[config.mk]
export PLATFORM = sky130hd
export DESIGN_NAME = am_road_finder
export DESIGN_NICKNAME = d
export VERILOG_FILES = /design/src/rtl/am_pkg.sv /design/src/rtl/am_ss_map.sv /design/src/rtl/am_bank.sv /design/src/rtl/am_road_sel.sv /design/src/rtl/am_road_finder.sv
export SDC_FILE = /design/constraint.sdc
export NUM_CORES = 2
export LEC_CHECK = 0
export BUFFER_PORTS_ARGS = -buffer_cell sky130_fd_sc_hd__buf_2
export CORE_ASPECT_RATIO = 0.5
export CORE_MARGIN = 4
export CORE_UTILIZATION = 45
export DETAILED_ROUTE_END_ITERATION = 7
export RECOVER_POWER = 25
export SLEW_MARGIN = 25
export SYNTH_ARGS = -nofsm -noshare
export SYNTH_HDL_FRONTEND = slang
export SYNTH_HIERARCHICAL = 1
export SYNTH_SLANG_ARGS = --single-unit
[constraint.sdc]
create_clock -name clk -period 3.8 [get_ports clk]
set_input_delay 0.38 -clock clk [delete_from_list [all_inputs] [get_ports clk]]
set_output_delay 0.38 -clock clk [all_outputs]
set_load 0.05 [all_outputs]
[src/rtl/am_pkg.sv]
package am_pkg;
   typedef enum logic [1:0] {
      ST_ACCEPT = 2'd0,
      ST_LATCH  = 2'd1,
      ST_DRAIN  = 2'd2
   } am_state_e;
endpackage

[src/rtl/am_ss_map.sv]
module am_ss_map #(
   parameter int POS_W    = 8,
   parameter int SS_SHIFT = 2,
   parameter bit SHIFTED  = 1'b0,
   localparam int SS_W    = POS_W - SS_SHIFT
) (
   input  logic [POS_W-1:0] pos,
   output logic [SS_W-1:0]  ss,
   output logic             ok
);
   logic [SS_W-1:0] coarse;
   assign coarse = pos[POS_W-1:SS_SHIFT];

   generate
      if (SHIFTED) begin : g_shift
         // bin edges moved by half a superstrip: low half belongs to the bin below
         assign ss = pos[SS_SHIFT-1] ? coarse : coarse - 1'b1;
         assign ok = pos[SS_SHIFT-1] | (|coarse);
      end else begin : g_direct
         assign ss = coarse;
         assign ok = 1'b1;
      end
   endgenerate
endmodule

[src/rtl/am_bank.sv]
module am_bank #(
   parameter int N_LAYERS   = 11,
   parameter int N_PATT     = 16,
   parameter int POS_W      = 8,
   parameter int SS_SHIFT   = 2,
   parameter bit SHIFTED    = 1'b0,
   parameter int MISS_ALLOW = 0,
   localparam int LW        = $clog2(N_LAYERS),
   localparam int AW        = $clog2(N_PATT),
   localparam int SS_W      = POS_W - SS_SHIFT
) (
   input  logic              clk,
   input  logic              rst_n,
   input  logic              wr_en,
   input  logic [AW-1:0]     wr_addr,
   input  logic [LW-1:0]     wr_layer,
   input  logic [SS_W-1:0]   wr_ss,
   input  logic              hit_en,
   input  logic [LW-1:0]     hit_layer,
   input  logic [POS_W-1:0]  hit_pos,
   input  logic              clr,
   output logic [N_PATT-1:0] matched
);
   logic [N_LAYERS-1:0][SS_W-1:0] mem [N_PATT];
   logic [N_PATT-1:0][N_LAYERS-1:0] flg;
   logic [SS_W-1:0] map_ss;
   logic            map_ok;

   am_ss_map #(.POS_W(POS_W), .SS_SHIFT(SS_SHIFT), .SHIFTED(SHIFTED)) u_map (
      .pos (hit_pos),
      .ss  (map_ss),
      .ok  (map_ok)
   );

   always_ff @(posedge clk) begin
      if (!rst_n) begin
         for (int p = 0; p < N_PATT; p++) mem[p] <= '0;
         flg <= '0;
      end else begin
         if (wr_en && (int'(wr_layer) < N_LAYERS))
            mem[wr_addr][wr_layer] <= wr_ss;
         if (clr) begin
            flg <= '0;
         end else if (hit_en && map_ok && (int'(hit_layer) < N_LAYERS)) begin
            for (int p = 0; p < N_PATT; p++)
               if (mem[p][hit_layer] == map_ss) flg[p][hit_layer] <= 1'b1;
         end
      end
   end

   generate
      for (genvar p = 0; p < N_PATT; p++) begin : g_pat
         assign matched[p] = ($countones(flg[p]) + MISS_ALLOW) >= N_LAYERS;
      end
   endgenerate

   // flags move only on an accepted hit or the event clear
   a_r2_flags_quiet: assert property (@(posedge clk) disable iff (!rst_n)
      (!hit_en && !clr) |=> $stable(flg));
endmodule

[src/rtl/am_road_sel.sv]
module am_road_sel #(
   parameter int N_PATT = 16,
   localparam int AW    = $clog2(N_PATT)
) (
   input  logic              clk,
   input  logic              rst_n,
   input  logic              load,
   input  logic [N_PATT-1:0] load_mask,
   input  logic              ready,
   output logic              valid,
   output logic [AW-1:0]     addr,
   output logic              empty
);
   logic [N_PATT-1:0] pend;

   always_comb begin
      addr = '0;
      for (int i = N_PATT - 1; i >= 0; i--)
         if (pend[i]) addr = AW'(i);
   end

   assign valid = |pend;
   assign empty = ~valid;

   always_ff @(posedge clk) begin
      if (!rst_n)              pend <= '0;
      else if (load)           pend <= load_mask;
      else if (valid && ready) pend[addr] <= 1'b0;
   end

   // each following road has a higher address
   a_r6_ascending: assert property (@(posedge clk) disable iff (!rst_n)
      (valid && ready) |=> (!valid || (addr > $past(addr))));
   // an offered road holds under back-pressure
   a_r7_hold: assert property (@(posedge clk) disable iff (!rst_n)
      (valid && !ready) |=> (valid && $stable(addr)));
endmodule

[src/rtl/am_road_finder.sv]
module am_road_finder #(
   parameter int N_LAYERS   = 11,
   parameter int N_PATT     = 16,
   parameter int POS_W      = 8,
   parameter int SS_SHIFT   = 2,
   parameter int MISS_ALLOW = 0,
   localparam int LW        = $clog2(N_LAYERS),
   localparam int AW        = $clog2(N_PATT),
   localparam int SS_W      = POS_W - SS_SHIFT
) (
   input  logic             clk,
   input  logic             rst_n,
   input  logic             ld_en,
   input  logic             ld_bank,
   input  logic [AW-1:0]    ld_addr,
   input  logic [LW-1:0]    ld_layer,
   input  logic [SS_W-1:0]  ld_ss,
   input  logic             hit_valid,
   input  logic [LW-1:0]    hit_layer,
   input  logic [POS_W-1:0] hit_pos,
   input  logic             evt_end,
   output logic             in_ready,
   output logic             road_valid,
   input  logic             road_ready,
   output logic [AW-1:0]    road_addr
);
   import am_pkg::*;

   generate
      if (SS_SHIFT < 1) begin : g_bad_shift
         $error("SS_SHIFT must leave a half-bin bit");
      end
      if (SS_SHIFT >= POS_W) begin : g_bad_pos
         $error("POS_W must exceed SS_SHIFT");
      end
      if ((MISS_ALLOW < 0) || (MISS_ALLOW >= N_LAYERS)) begin : g_bad_miss
         $error("MISS_ALLOW out of range");
      end
      if (N_PATT != (1 << AW)) begin : g_bad_patt
         $error("N_PATT must be a power of two");
      end
   endgenerate

   am_state_e st;
   logic [1:0][N_PATT-1:0] bank_hit;
   logic hit_en, clr, load, sel_empty;

   assign in_ready = (st == ST_ACCEPT);
   assign hit_en   = hit_valid && in_ready;
   assign load     = (st == ST_LATCH);
   assign clr      = (st == ST_DRAIN) && sel_empty;

   always_ff @(posedge clk) begin
      if (!rst_n) st <= ST_ACCEPT;
      else begin
         unique case (st)
            ST_ACCEPT: if (evt_end) st <= ST_LATCH;
            ST_LATCH:  st <= ST_DRAIN;
            ST_DRAIN:  if (sel_empty) st <= ST_ACCEPT;
            default:   st <= ST_ACCEPT;
         endcase
      end
   end

   generate
      for (genvar g = 0; g < 2; g++) begin : g_bank
         am_bank #(
            .N_LAYERS(N_LAYERS), .N_PATT(N_PATT), .POS_W(POS_W),
            .SS_SHIFT(SS_SHIFT), .SHIFTED(g == 1), .MISS_ALLOW(MISS_ALLOW)
         ) u_bank (
            .clk       (clk),
            .rst_n     (rst_n),
            .wr_en     (ld_en && (ld_bank == 1'(g))),
            .wr_addr   (ld_addr),
            .wr_layer  (ld_layer),
            .wr_ss     (ld_ss),
            .hit_en    (hit_en),
            .hit_layer (hit_layer),
            .hit_pos   (hit_pos),
            .clr       (clr),
            .matched   (bank_hit[g])
         );
      end
   endgenerate

   am_road_sel #(.N_PATT(N_PATT)) u_sel (
      .clk       (clk),
      .rst_n     (rst_n),
      .load      (load),
      .load_mask (bank_hit[0] & bank_hit[1]),
      .ready     (road_ready),
      .valid     (road_valid),
      .addr      (road_addr),
      .empty     (sel_empty)
   );

   // an offered road is matched in both banks
   a_r4_coincide: assert property (@(posedge clk) disable iff (!rst_n)
      road_valid |-> (bank_hit[0][road_addr] && bank_hit[1][road_addr]));
   // no road is offered while hits are being accepted
   a_r8_busy_excl: assert property (@(posedge clk) disable iff (!rst_n)
      road_valid |-> !in_ready);
   // input reopens only once the road list is exhausted
   a_r8_reopen: assert property (@(posedge clk) disable iff (!rst_n)
      $rose(in_ready) |-> !road_valid);
endmodule

Word level (Yosys, flattened, before mapping)

Memories as Yosys holds them, arrays and structs flattened.
Cells that the tools add are included.

$add $sub $neg: 321
Multipliers: 0
Divide/modulo/power cells: 0
Order comparisons: 40
Equal/unequal tests: 36
Shifts and indexed selects: 0
Muxes and demuxes: 105
Bitwise operators: 39
Reductions and logical operators: 53

Operators with widths:

| kind                | count |
|---|---|
| $add 32x32->32      | 128 |
| $add 32x1->32       | 32 |
| $ge 32x5->1 const B | 32 |
| $bmux 6 s4          | 32 |
| $mux 66             | 6 |
| $or 11x11->11       | 32 |
| $add 1x1->2         | 160 |
| $mux 6              | 34 |
| $eq 6x6->1          | 32 |
| $reduce_or 66->1    | 2 |
| $mux 4              | 18 |
| $reduce_and 2->1    | 33 |
| $and 16x16->16      | 2 |
| $mux 16             | 2 |
| $demux 6 s4         | 1 |
| $not 16->16         | 1 |
| $reduce_or 16->1    | 1 |
| $lt 4x5->1 const B  | 3 |
| $logic_and 1x1->1   | 13 |
| $ge 4x1->1 const B  | 3 |
| $demux 1 s4         | 2 |
| $lt 4x4->1 const B  | 2 |
| $mux 1              | 7 |
| $pmux 2 s3          | 1 |
| other kinds (11)    | 15 |

Bits in registers: 370
Latch bits: 0
Bits in writable memories: 2112
ROM bits: 0
Bits of input ports: 33
Output and inout port bits: 6
Logic and storage cells: 630
Memories kept: 2

Memories:

| memory               | words | bits a word | read ports | clocked after Yosys merged registers in | wr ports | RTL line      | RTL |
|---|---|---|---|---|---|---|---|
| g_bank[0].u_bank.mem | 16    | 66          | 16         | 0                                       | 16       | am_bank.sv:24 | `logic [N_LAYERS-1:0][SS_W-1:0] mem [N_PATT];` |
| g_bank[1].u_bank.mem | 16    | 66          | 16         | 0                                       | 16       | am_bank.sv:24 |  |

Logic depth before layout (Yosys ltp)

Word-level depth: 24
Mapped depth: 14
Mapped depth without buffers: 14

Cells and area by module

Netlist, hierarchy kept.

Modules (own cells, without submodules):

| module                              | instances | cells each | area each (um^2) |
|---|---|---|---|
| am_bank at g_bank[1].u_bank         | 1         | 5084       | 61460.2 |
| am_bank at g_bank[0].u_bank         | 1         | 5014       | 61330.1 |
| am_road_sel                         | 1         | 120        | 930.9 |
| am_road_finder                      | 1         | 27         | 201.4 |
| am_ss_map at g_bank[1].u_bank.u_map | 1         | 18         | 141.4 |
| am_ss_map at g_bank[0].u_bank.u_map | 1         | 8          | 56.3 |

Least setup slack after synthesis

No wires, ideal clock.

Kind: flip-flop to flip-flop
From: register g_bank[1].u_bank/flg[170] (netlist bit)
To: register u_sel.pend[15]
Library setup time: 0.116 ns
Arrival time: 3.353 ns
Data required time: 3.684 ns
Setup slack: 0.331 ns
Cell stages (with the launch flop): 14
Clock period less this slack: 3.469 ns
Cell sequence: dfxtp_1 -> inv_1 -> fa_1 -> fa_1 -> fa_1 -> fa_1 -> fa_1 -> nor2_1 -> o22ai_1 -> nor2_1 -> and2_1 -> nand2_1 -> o31ai_1 -> a31o_2

RTL lines:

| item                            | RTL line          | RTL |
|---|---|---|
| start, declared                 | am_bank.sv:25     | `logic [N_PATT-1:0][N_LAYERS-1:0] flg;` |
| start signal, assigned          | am_bank.sv:38     | `flg <= '0;` |
| start signal, assigned          | am_bank.sv:43     | `flg <= '0;` |
| start signal, assigned by index | am_bank.sv:46     | `if (mem[p][hit_layer] == map_ss) flg[p][hit_layer] <= 1'b1;` |
| end signal, assigned            | am_road_sel.sv:27 | `else if (load) pend <= load_mask;` |
| end, declared                   | am_road_sel.sv:14 | `logic [N_PATT-1:0] pend;` |

==> results <==
- The run finished, with violations left.
- The final reports fail on max-capacitance violations, max-slew violations.
- The kind of start point of the critical path is an input port.
- The setup path with the least slack is of type input port to flop.
- The net count of the finished layout is 10156.
- Of the total synthesized cell area, the portion taken by XOR and XNOR cells is 0.0153.
- The launching element of the worst setup path is rst_n.
- Summed over all layers, the routed wires come to 367 mm.
- The post-synthesis mux area share is 0.0866.
- The post-synthesis compound-gate area fraction is 0.0649.
- The largest individual stage delay along the critical path comes from the cell sky130_fd_sc_hd__dlymetal6s4s_1.
- Setup repair after global routing could not meet its margin everywhere.
- From synthesis to final layout, the design area changed by 10.2%.
- For the worst setup path, the data arrival time is 4.24 ns.
- In the layout the commonest cells are sky130_fd_sc_hd__and3_1 (2126), sky130_fd_sc_hd__edfxtp_1 (2112), sky130_fd_sc_hd__nand2_1 (1028), sky130_fd_sc_hd__inv_1 (474), sky130_fd_sc_hd__mux2i_1 (381).
- The count of yosys warnings during synthesis is 6.
- The clock tree from TritonCTS is done.
- Setup violations remaining at the end of the flow were counted as 0.
- The initial antenna violation count came to 10.
- The maximum count of clock buffers along a single path is 4.
- In the final routed layout, each cell accounts on average for 26.8 µm.
- Entering global routing, the biggest net connects 127 pins.
- In this run the worst path has a maximum fanout of 44.
- The number of failing hold endpoints at the final stage is 0.
- The source of the worst hold timing path is ld_ss[1].
- The clock transition at the registers of the reported paths is 0.07 ns.
- The number of sinks handled by clock tree synthesis is 2482.
- The number of enable flip-flop cells after synthesis is 2112.
- The first routing iteration left 9308 violations.
- For the final routed database, the setup TNS stands at 0 ns.
- For the pin with the worst max-slew slack, the measured transition is 2.41 ns.
- The count of distinct cell types in the synthesized netlist is 102.
- The later pin in the worst-skew pair is clocked with a latency of 0.90 ns.
- The count of buffers inserted at the top-level ports is 37.
- The most frequent cell on the critical path is sky130_fd_sc_hd__nand2_1.
- The post-route worst hold slack is 0.0653 ns.
- Using the TritonRoute via totals, the vias-per-cell ratio works out to 6.04.
- The critical path required time is 4.31 ns.
- The routed layout has 82817 vias.
- Of the total synthesized cell area, the portion taken by full adders, half adders and majority gates is 0.0396.
- The number of global-route vias before repair came to 81260.
- The max-slew violation total from the final report is 1054.
- Traced cell by cell, the critical path runs through dlygate4sd3_1 -> buf_8 -> nand4b_1 -> nor3_1 -> dlymetal6s4s_1 -> nand2_1 -> nand2_1.
- The cell count after synthesis is 10271.
- The worst supply voltage drop on vdd is 421 µV.
- The sequential fraction of the synthesis area is 0.571.
- The count of nets left with antenna violations once routing finished came out at 0.
- The floorplan has 136 rows.
- The max-capacitance violation count is 20.
- The final period demand of the worst path is 3.73 ns.
- The share of layout cells above drive strength 1 is 0.135.
- The half-perimeter wire length after detailed placement is 226 mm.
- The async set-reset flop share out of synthesis is 0.
- Derived from the worst setup path, the maximum achievable clock frequency is 0.268 GHz.
- By area, the combinational part of the netlist is dominated by simple AND/OR/NAND/NOR gates.
- The min-delay analysis places its worst path in the category input port to flop.
- The clock buffer count from CTS is 231.
- In this run the critical register-to-register path is launched from g_bank[1].u_bank/flg[159].
- The power density over the cells is 441 nW/µm².
- The number of ports placed on the die boundary is 39.
- The worst max-slew margin expressed relative to the limit is -0.604.
- The wire length of the first global-routing pass is 543 mm.
- From bottom edge to top edge, the die measures 379 µm.
- The commonest register cell after synthesis is sky130_fd_sc_hd__edfxtp_1.
- After filler insertion, the fill cell instance count of the layout stands at 23506.
- The cell leakage power is 54.3 nW.
- The congestion estimate from routability-driven global placement came to 0.846.
- The number of remaining DRC errors is 0.
- The die covers 285000 µm².
- After synthesis the cells add up to 124000 µm².
- The number of detailed-routing iterations run before antenna repair is 6.
- The library cell used most frequently in the layout, excluding fill and tap cells, is sky130_fd_sc_hd__and3_1.
- The number of levels the H-tree was split into is 4.
- The initial utilization of the core area, before any placement, comes to 0.452.
- The horizontal extent of the die is 751 µm.
- The root buffer cell chosen for the clock tree is sky130_fd_sc_hd__clkbuf_16.
- For this run, the total global-route usage over all layers was measured as 0.252.
- After floorplanning, the core was sized to cover 275000 µm².
- The capturing element type of the critical path is a flop.
- The clock skew is 0.0684 ns.
- The total overflow left after global routing is 0.
- The synthesis-stage register bit count is 2482.
- The average instance area after synthesis is 12.1 µm².
- On the worst path, the slowest cell contributes a delay of 1.51 ns.
- Counting every net in the synthesized netlist gives 10562.
- The simple-gate share of the synthesized area is 0.165.
- The ratio of final minimum period to clock period is 0.981.
[through the flow]
stage | util | worst slack, ns | power (mW) | instances | area (µm²)
after global placement | 0.472 | -0.0902 | 36.9 | 13287 | 130000
after detailed placement | 0.472 | -0.0678 | 36.9 | 13287 | 130000
after global routing | 0.498 | -0.0314 | 62.2 | 13700 | 137000
after CTS | 0.500 | 0.0243 | 60.6 | 13701 | 137000
after floorplan | - | 0.331 | 34.8 | 10271 | 124000
final | 0.498 | 0.0731 | 60.3 | 13703 | 137000
[routing by layer]
metal | vias to the layer above | global-route usage | wire [µm]
met3 | 586 | 0.0407 | 29100
met2 | 3314 | 0.407 | 171000
met1 | 42131 | 0.356 | 157000
li1 | 36784 | - | -
met4 | 2 | 0.0660 | 10100
met5 | - | 0 | 13
[worst max-delay path, delay by kind of cell]
| kind | cells | cell delay, ns |
|---|---|---|
| buffers and inverters | 3 | 2.29 |
| AND/OR/NAND/NOR | 4 | 1.47 |
[repair_timing]
action	4_1_cts	5_1_grt
setup buffers	0	0
pin swaps	0	28
gates resized for setup	3	20
hold endpoints to repair	7	0
setup endpoints to repair	2	7
hold buffers	4	0
[Yosys cell counts (23+ instances only)]
library cell                instances  area share
sky130_fd_sc_hd__a211oi_1          33      0.0020
sky130_fd_sc_hd__a21oi_1          125      0.0050
sky130_fd_sc_hd__a221o_1           38      0.0031
sky130_fd_sc_hd__a221oi_1          62      0.0044
sky130_fd_sc_hd__a22o_1            63      0.0044
sky130_fd_sc_hd__a22oi_1           79      0.0048
sky130_fd_sc_hd__a31oi_1           34      0.0017
sky130_fd_sc_hd__a32o_1            53      0.0043
sky130_fd_sc_hd__and2_1            30      0.0015
sky130_fd_sc_hd__and3_1          2126        0.11
sky130_fd_sc_hd__buf_1             29     0.00088
sky130_fd_sc_hd__buf_2            100      0.0040
sky130_fd_sc_hd__buf_4             50      0.0030
sky130_fd_sc_hd__buf_6             45      0.0041
sky130_fd_sc_hd__clkbuf_1         952       0.029
sky130_fd_sc_hd__dfxtp_1          370       0.060
sky130_fd_sc_hd__edfxtp_1        2112        0.51
sky130_fd_sc_hd__fa_1             224       0.036
sky130_fd_sc_hd__ha_1              34      0.0034
sky130_fd_sc_hd__inv_1            478       0.014
sky130_fd_sc_hd__mux2_2           107      0.0097
sky130_fd_sc_hd__mux2i_1          382       0.031
sky130_fd_sc_hd__mux4_2           244       0.044
sky130_fd_sc_hd__nand2_1         1028       0.031
sky130_fd_sc_hd__nand2b_1          36      0.0018
sky130_fd_sc_hd__nand3_1           49      0.0020
sky130_fd_sc_hd__nand3b_1          24      0.0015
sky130_fd_sc_hd__nor2_1           222      0.0067
sky130_fd_sc_hd__nor2b_1           61      0.0031
sky130_fd_sc_hd__nor3_1            68      0.0027
sky130_fd_sc_hd__nor4_1            23      0.0012
sky130_fd_sc_hd__o21ai_0          208      0.0084
sky130_fd_sc_hd__o22ai_1          190      0.0096
sky130_fd_sc_hd__o2bb2ai_1         44      0.0031
sky130_fd_sc_hd__xnor2_1          198       0.014
[cell families after synthesis]
kind of cell    count (synthesis)
mux                           743
other cells                     1
flops                        2482
simple gates                 3767
compound gates               1127
buf+inv                      1676
fa+ha+maj                     258
xor+xnor                      217
[cell type report]
cell class | instances | area [µm²] | share of cell area
tap | 3657 | 4580 | 0.0334
antenna | 4 | 10.0 | 0.0000732
inverter | 485 | 1830 | 0.0133
clock inverter | 131 | 1390 | 0.0101
timing repair buffer | 552 | 5450 | 0.0398
sequential | 2482 | 70800 | 0.518
clock buffer | 279 | 6120 | 0.0447
multi-input combinational | 6113 | 46600 | 0.341
[power by group]
part	switching (mW)	total [mW]	leakage, nW	internal, mW
logic	3.67	5.51	27.6	1.84
clock network	10.5	23.9	3.67	13.4
registers	0.304	30.9	23.0	30.6
total	14.5	60.3	54.3	45.8
[worst paths after layout]
kind	to	slack, ns	cells after the start
worst max-delay path	g_bank[1].u_bank/mem[5][48]	0.07	7
worst min register to register	g_bank[1].u_bank/flg[1]	0.45	2
worst max register to register	u_sel/pend[14]	0.11	12
worst min-delay path	g_bank[1].u_bank/mem[11][43]	0.07	2
[registers in the layout, summed over array words and instances (netlist names)]
name,count
g_bank.u_bank/flg,352
st,2
g_bank.u_bank/mem,2112
u_sel/pend,16
(Power assumes the default switching activity.)
